==> src/rtl/irq_rt_pkg.sv <==
package irq_rt_pkg;
  localparam int unsigned ID_W   = 10;
  localparam int unsigned CPU_W  = 3;
  localparam int unsigned ACK_W  = 32;
  localparam int unsigned WORD_W = 32;
  localparam int unsigned BIT_SEL_W = $clog2(WORD_W);
  localparam logic [ID_W-1:0] SPURIOUS_ID = 10'd1023;

  typedef struct packed {
    logic [ID_W-1:0]  id;
    logic [CPU_W-1:0] src;
    logic             level;
    logic             to_fiq;
  } irq_rec_t;
endpackage

==> src/rtl/irq_group_lookup.sv <==
module irq_group_lookup
  import irq_rt_pkg::*;
#(
  parameter int unsigned NUM_IRQ = 64
) (
  input  logic [((NUM_IRQ+WORD_W-1)/WORD_W)*WORD_W-1:0] group_words,
  input  logic [ID_W-1:0]                               id,
  output logic                                          is_grp0
);
  localparam int unsigned N_WORDS = (NUM_IRQ + WORD_W - 1) / WORD_W;
  localparam int unsigned WSEL_W  = ID_W - BIT_SEL_W;

  logic [WORD_W-1:0]    word_arr [N_WORDS];
  logic [WSEL_W-1:0]    widx;
  logic [BIT_SEL_W-1:0] bidx;

  for (genvar g = 0; g < N_WORDS; g++) begin : g_word
    assign word_arr[g] = group_words[g*WORD_W +: WORD_W];
  end

  assign widx = id[ID_W-1:BIT_SEL_W];
  assign bidx = id[BIT_SEL_W-1:0];

  // Words outside the bank read as group 1.
  always_comb begin
    is_grp0 = 1'b0;
    for (int w = 0; w < N_WORDS; w++) begin
      if (widx == WSEL_W'(w)) is_grp0 = word_arr[w][bidx];
    end
  end
endmodule

==> src/rtl/irq_post_timer.sv <==
module irq_post_timer
  import irq_rt_pkg::*;
#(
  parameter int unsigned LAT_W = 8
) (
  input  logic             clk,
  input  logic             rst_n,
  input  logic             in_valid,
  output logic             in_ready,
  input  irq_rec_t         in_rec,
  input  logic [LAT_W-1:0] lat,
  output logic             fire,
  output irq_rec_t         fire_rec
);
  logic             busy_q;
  logic [LAT_W-1:0] cnt_q;
  irq_rec_t         rec_q;

  assign in_ready = !busy_q;
  assign fire     = busy_q && (cnt_q == '0);
  assign fire_rec = rec_q;

  always_ff @(posedge clk) begin
    if (!rst_n) begin
      busy_q <= 1'b0;
      cnt_q  <= '0;
      rec_q  <= '0;
    end else if (in_valid && in_ready) begin
      busy_q <= 1'b1;
      cnt_q  <= lat;
      rec_q  <= in_rec;
    end else if (busy_q) begin
      if (cnt_q == '0) busy_q <= 1'b0;
      else             cnt_q  <= cnt_q - 1'b1;
    end
  end
endmodule

==> src/rtl/irq_line_ctrl.sv <==
module irq_line_ctrl
  import irq_rt_pkg::*;
(
  input  logic             clk,
  input  logic             rst_n,
  input  logic             cpu_en,
  input  logic             fire,
  input  irq_rec_t         fire_rec,
  input  logic             ack_rd,
  input  logic             lvl_drop,
  output logic             fiq_o,
  output logic             irq_o,
  output logic             ack_vld,
  output logic [ACK_W-1:0] ack_data
);
  localparam int unsigned PAD_W = ACK_W - ID_W - CPU_W;

  irq_rec_t cur_q;
  logic     held;

  assign held = (cur_q.id != SPURIOUS_ID);

  always_ff @(posedge clk) begin
    if (!rst_n) begin
      fiq_o     <= 1'b0;
      irq_o     <= 1'b0;
      ack_vld   <= 1'b0;
      ack_data  <= '0;
      cur_q     <= '0;
      cur_q.id  <= SPURIOUS_ID;
    end else begin
      ack_vld <= ack_rd;
      if (ack_rd) begin
        if (held) begin
          ack_data <= {{PAD_W{1'b0}}, cur_q.src, cur_q.id};
          cur_q.id <= SPURIOUS_ID;
          if (cur_q.to_fiq) fiq_o <= 1'b0;
          else              irq_o <= 1'b0;
        end else begin
          ack_data <= {{(ACK_W-ID_W){1'b0}}, SPURIOUS_ID};
        end
      end else if (lvl_drop && held && cur_q.level) begin
        cur_q.id <= SPURIOUS_ID;
        if (cur_q.to_fiq) fiq_o <= 1'b0;
        else              irq_o <= 1'b0;
      end
      // A firing overrides any clear in the same cycle.
      if (fire && cpu_en) begin
        cur_q <= fire_rec;
        fiq_o <= fire_rec.to_fiq;
        irq_o <= !fire_rec.to_fiq;
      end
      if (!cpu_en) begin
        fiq_o <= 1'b0;
        irq_o <= 1'b0;
      end
    end
  end
endmodule

==> src/rtl/irq_line_router.sv <==
module irq_line_router
  import irq_rt_pkg::*;
#(
  parameter int unsigned NUM_IRQ = 64,
  parameter int unsigned LAT_W   = 8,
  localparam int unsigned GW_W   = ((NUM_IRQ + WORD_W - 1) / WORD_W) * WORD_W
) (
  input  logic             clk,
  input  logic             rst_n,
  input  logic             en_grp0,
  input  logic             en_grp1,
  input  logic             fiq_en,
  input  logic [LAT_W-1:0] lat_cycles,
  input  logic [GW_W-1:0]  group_words,
  input  logic             post_valid,
  output logic             post_ready,
  input  logic [ID_W-1:0]  post_id,
  input  logic [CPU_W-1:0] post_src,
  input  logic             post_level,
  input  logic             ack_rd,
  output logic             ack_vld,
  output logic [ACK_W-1:0] ack_data,
  input  logic             lvl_drop,
  output logic             fiq_o,
  output logic             irq_o
);
  logic     grp0;
  logic     cpu_en;
  logic     fire_w;
  irq_rec_t in_rec;
  irq_rec_t fire_rec;

  assign cpu_en = en_grp0 || en_grp1;

  irq_group_lookup #(.NUM_IRQ(NUM_IRQ)) u_lookup (
    .group_words (group_words),
    .id          (post_id),
    .is_grp0     (grp0)
  );

  always_comb begin
    in_rec.id     = post_id;
    in_rec.src    = post_src;
    in_rec.level  = post_level;
    in_rec.to_fiq = grp0 && fiq_en;
  end

  irq_post_timer #(.LAT_W(LAT_W)) u_timer (
    .clk      (clk),
    .rst_n    (rst_n),
    .in_valid (post_valid),
    .in_ready (post_ready),
    .in_rec   (in_rec),
    .lat      (lat_cycles),
    .fire     (fire_w),
    .fire_rec (fire_rec)
  );

  irq_line_ctrl u_lines (
    .clk      (clk),
    .rst_n    (rst_n),
    .cpu_en   (cpu_en),
    .fire     (fire_w),
    .fire_rec (fire_rec),
    .ack_rd   (ack_rd),
    .lvl_drop (lvl_drop),
    .fiq_o    (fiq_o),
    .irq_o    (irq_o),
    .ack_vld  (ack_vld),
    .ack_data (ack_data)
  );
endmodule

==> config.mk <==
export PLATFORM = sky130hd
export DESIGN_NAME = irq_line_router
export DESIGN_NICKNAME = d
export VERILOG_FILES = /design/src/rtl/irq_rt_pkg.sv /design/src/rtl/irq_group_lookup.sv /design/src/rtl/irq_post_timer.sv /design/src/rtl/irq_line_ctrl.sv /design/src/rtl/irq_line_router.sv
export SDC_FILE = /design/constraint.sdc
export NUM_CORES = 1
export LEC_CHECK = 0
export BUFFER_PORTS_ARGS = -buffer_cell sky130_fd_sc_hd__buf_2
export CAP_MARGIN = 40
export CELL_PAD_IN_SITES_DETAIL_PLACEMENT = 0
export CELL_PAD_IN_SITES_GLOBAL_PLACEMENT = 1
export CORE_MARGIN = 2
export CORE_UTILIZATION = 34
export CTS_BUF_LIST = sky130_fd_sc_hd__clkbuf_16
export CTS_CLUSTER_DIAMETER = 120
export DETAILED_ROUTE_END_ITERATION = 6
export PLACE_DENSITY_LB_ADDON = 0.25
export SYNTH_ARGS = -nofsm -noshare
export SYNTH_HDL_FRONTEND = slang
export SYNTH_SLANG_ARGS = --single-unit
==> constraint.sdc <==
create_clock -name clk -period 3.5 [get_ports clk]
set_clock_uncertainty 0.1 [all_clocks]
set_input_delay 0.525 -clock clk [delete_from_list [all_inputs] [get_ports clk]]
set_output_delay 0.525 -clock clk [all_outputs]
set_load 0.02 [all_outputs]
==> impl.org <==
** Run status
- Outcome :: finished, final reports clean

** Power
- Switching power :: 0.474 mW
- Summed over all cells, the static leakage comes to 1.61 nW.
- The worst-case IR drop observed on VDD is 232 µV.
- Proportion of power drawn by flip-flops and latches :: 44.7%
- Internal Dissipation :: 1.11 mW
- The clock network burns 31.5% of the power.
- Power density relative to cell area :: 435 mW/mm²
- Combinational share of power :: 23.9%
- Switching part of the total :: 30.0%

** Route
- Met3 wire length :: 442 µm
- Mean number of vias per cell :: 4.84
- Remaining routing DRC violations :: 0
- Met2 routed wirelength :: 3260 µm
- Routed wire length per instance :: 12.8 µm
- Uppermost layer routed :: met4
- For this run, the detailed router's first-pass iteration total came to 4.
- Total Routed Length :: 7020 µm
- Final antenna-violating net count :: 0
- Initial detailed-routing violation count :: 59
- Total number of vias :: 2,652
- Sum of routed wire segments on met1 :: 3250 µm

** Finish
- The finished cells cover 0.00364 mm².
- The net count of the finished layout is 534.
- After filler insertion, the fill cell instance count of the layout stands at 905.
- Ratio of cells with drive above 1 in the final layout :: 33.2%
- The number of antenna diodes in the final layout is 0.
- From synthesis to final layout, the design area changed by 22.3%.
- Share of the core filled with cells in the final layout :: 42.3%
- Non-filler instance count after layout :: 548

** Clocking
- TritonCTS clock tree :: yes
- Buffers inserted during post-CTS setup optimization :: 0
- The later pin in the worst-skew pair is clocked with a latency of 290 ps.
- Number of gates resized after CTS :: 0
- Clock Root Buffer :: sky130_fd_sc_hd__clkbuf_16
- After clock tree synthesis, the clock-pin slew on the worst setup and hold paths is 70 ps.
- For this design, the CTS-stage hold fixing added 0 buffers.
- In this run the deepest clock path goes through 2 buffers.
- Number of sinks handled by clock tree synthesis :: 55
- Buffers inserted during clock tree synthesis total 5.
- In this run the number of H-tree levels came out at 2.

** Global routing
- Wire length of the first global-routing pass :: 11,600 µm
- Entering global routing, the biggest net connects 30 pins.
- Global routing used 14.7% of the available tracks across all layers.
- Number of antenna violations at the first check in global routing :: 0
- Residual overflow from global routing :: 0
- The via count of the first global-routing pass is 2,434.

** Synth
- After Yosys synthesis, and, or, nand and nor cells account for 23.5% of the synthesized area.
- Cell area after synthesis :: 0.00297 mm²
- Most numerous cell in the Yosys netlist :: sky130_fd_sc_hd__dfxtp_1
- The netlist uses 53 different library cells.
- Ranked by total cell area, the synthesized netlist is headed by sky130_fd_sc_hd__dfxtp_1 (37%), sky130_fd_sc_hd__mux4_2 (9.1%), sky130_fd_sc_hd__nand2_1 (5.9%), sky130_fd_sc_hd__mux2i_1 (5.7%), sky130_fd_sc_hd__buf_4 (4.8%).
- Summing the areas of all compound-gate instances in the mapped netlist gives 12.4% of the synthesized area.
- Post-synthesis share of cell area spent on full adders, half adders and majority gates :: 0.421%
- Seq/Total Area, Yosys :: 37.0%
- Synthesis-stage register bit count :: 55
- After synthesis, the share of cell area in mux cells is 16.3%.
- Warnings, synthesis :: 0
- Top cell types by occurrence after synthesis :: sky130_fd_sc_hd__dfxtp_1 (55), sky130_fd_sc_hd__nand2_1 (47), sky130_fd_sc_hd__nor2_1 (35)
- Most common flop cell mapped by yosys :: sky130_fd_sc_hd__dfxtp_1
- EDFF count, synth :: 0
- After synthesis, the mean cell area works out to 8.62 µm².
- Library cell with the largest summed area after synthesis :: sky130_fd_sc_hd__dfxtp_1
- Synthesis handed over a netlist of 345 instances.
- The synthesized netlist devotes 0.589% of its cell area to XOR and XNOR gates.
- Main combinational cell family by area after synthesis :: simple AND/OR/NAND/NOR gates
- The top cell type by area accounts for 37.0% of the synthesized area.
- Fraction of synthesis flops using an asynchronous set or reset pin :: 0%

** Critical path
- Critical Setup Path Class :: flop to flop
- Critical Path Max Stage Delay :: 570 ps
- The cell family contributing the most delay on the critical path is simple AND/OR/NAND/NOR gates.
- Crit path launch type :: flop
- Counting both buffers and inverters, the worst setup path holds a total of 1.
- Cell with the biggest individual delay on the critical path :: sky130_fd_sc_hd__or4_4
- STA classifies the critical path endpoint as a flop.
- Crit path DAT :: 2620 ps
- Largest driver fanout on the critical path :: 15
- The signal on the critical path passes through inv_1 -> ha_1 -> or3b_1 -> or4_4 -> or2_1 -> nor2_1 -> o21ai_0.
- Required time of the critical path :: 3570 ps

** STA
- Peak clock frequency supported by timing :: 392 MHz
- Setup violations remaining at the end of the flow were counted as 0.
- The number of pins exceeding their max-slew limit in the final report was 0.
- Setup total negative slack :: 0 ps
- The hold violation count in the final report was 0.
- Subtracting the final worst setup slack from the clock period gives 2550 ps.
- RSZ-0062 raised after global routing :: false
- After layout, the worst path uses 72.9% of the clock period.
- Max_slew headroom :: 59.2%
- At the pin with the least slew margin, the transition time is 608 ps.

** Floorplanning
- The die covers 0.00951 mm².
- Standard-cell rows :: 34
- Effective utilization at floorplan :: 34.6%
- The core region is 0.00859 mm².
- In this run the horizontal extent of the chip is 97.5 µm.
- Die Y-Extent :: 97.5 µm
- 130 I/O pins were placed.

** Placement
- Instance count after placement with tap cells included :: 540
- Cell area after placement :: 0.00349 mm²
- The congestion estimate from routability-driven global placement came to 0.777.
- Once detailed placement completed, the half-perimeter wirelength came to 5360 µm.
- Port Buffer Count :: 110

** Min path
- The tightest min-delay check is of the flop to flop type.

** Job
- The tool flagged a number of max-cap violations equal to 0.
==> worst paths after layout <==
path / start / endpoint / slack, ps / depth (start not counted)
worst max-delay path: u_timer.cnt_q[0] / u_lines.cur_q[8] / 950 / 7
worst min-delay path: u_timer.fire_rec[4] / u_lines.cur_q[4] / 360 / 2
worst max register to register: u_timer.cnt_q[0] / u_lines.cur_q[8] / 950 / 7
worst min register to register: u_timer.fire_rec[4] / u_lines.cur_q[4] / 360 / 2
==> layout make-up <==
class / instances / area [µm²] / share of cell area [%]
inverter: 5 / 18.8 / 0.516
timing repair buffer: 113 / 581 / 16.0
tap: 108 / 135 / 3.72
sequential: 55 / 1100 / 30.3
clock inverter: 3 / 22.5 / 0.619
multi-input combinational: 259 / 1650 / 45.5
clock buffer: 5 / 125 / 3.44
==> sequential cells by signal, indices dropped and copies added (netlist names) <==
signal and flops:
u_lines.ack_data 13, u_lines.ack_vld 1, u_lines.cur_q 15, u_lines.fiq_o 1, u_lines.irq_o 1, u_timer.busy_q 1
u_timer.cnt_q 8, u_timer.fire_rec 15
==> per-layer routing <==
metal  track usage (%)  up-vias
met5                 0        -
met1              19.8     1193
met3              2.73        5
met2              24.1       91
met4              4.17        0
li1                  -     1363
==> power by group through the flow <==
stage               Sequential, mW  Clock [mW]  Combinational, mW
floorplan                    0.728           0              0.279
global placement             0.720           0              0.374
detailed placement           0.721           0              0.380
CTS                          0.706       0.509              0.382
global route                 0.713       0.536              0.424
finish                       0.706       0.498              0.377
==> through the flow <==
stage	setup WS (ps)	hold slack [ps]	power, mW
after floorplan	1050	332	1.01
after global placement	973	347	1.09
after detailed placement	942	347	1.10
after CTS	934	358	1.60
after global routing	779	376	1.67
final	949	360	1.58
==> logic make-up (layout without fill, tap and decap cells) <==
logic type                 Yosys count  in the layout
AOI/OAI and AO/OA                   62             62
xor gates and xnor gates             2              2
adders and majority gates            1              1
buffers and inverters               49            126
DFF                                 55             55
muxes                               33             33
other                                1             19
and+or+nand+nor                    142            142
==> worst register-to-register path, cell delays in order (launching register included) <==
cell and delay [ps]:
sky130_fd_sc_hd__dfxtp_1 310, sky130_fd_sc_hd__inv_1 80, sky130_fd_sc_hd__ha_1 180, sky130_fd_sc_hd__or3b_1 460
sky130_fd_sc_hd__or4_4 570, sky130_fd_sc_hd__or2_1 470, sky130_fd_sc_hd__nor2_1 170, sky130_fd_sc_hd__o21ai_0 90
==> cell usage in the layout, fill, tap and decap left out, drive strengths merged, types with 3 or more instances in the layout <==
| master | instances |
|---|---|
| nand3 | 4 |
| buf | 113 |
| inv | 6 |
| nand2 | 47 |
| mux2i | 17 |
| nor3 | 15 |
| mux2 | 4 |
| clkbuf | 5 |
| a21oi | 27 |
| o21ai | 14 |
| or3 | 6 |
| nand4 | 5 |
| nand2b | 5 |
| nor2b | 3 |
| conb | 19 |
| nor3b | 3 |
| nor2 | 41 |
| dfxtp | 55 |
| a211oi | 3 |
| mux4 | 12 |
| a31oi | 3 |
| o31ai | 3 |
Note: power is estimated with default switching activity, not from simulation.
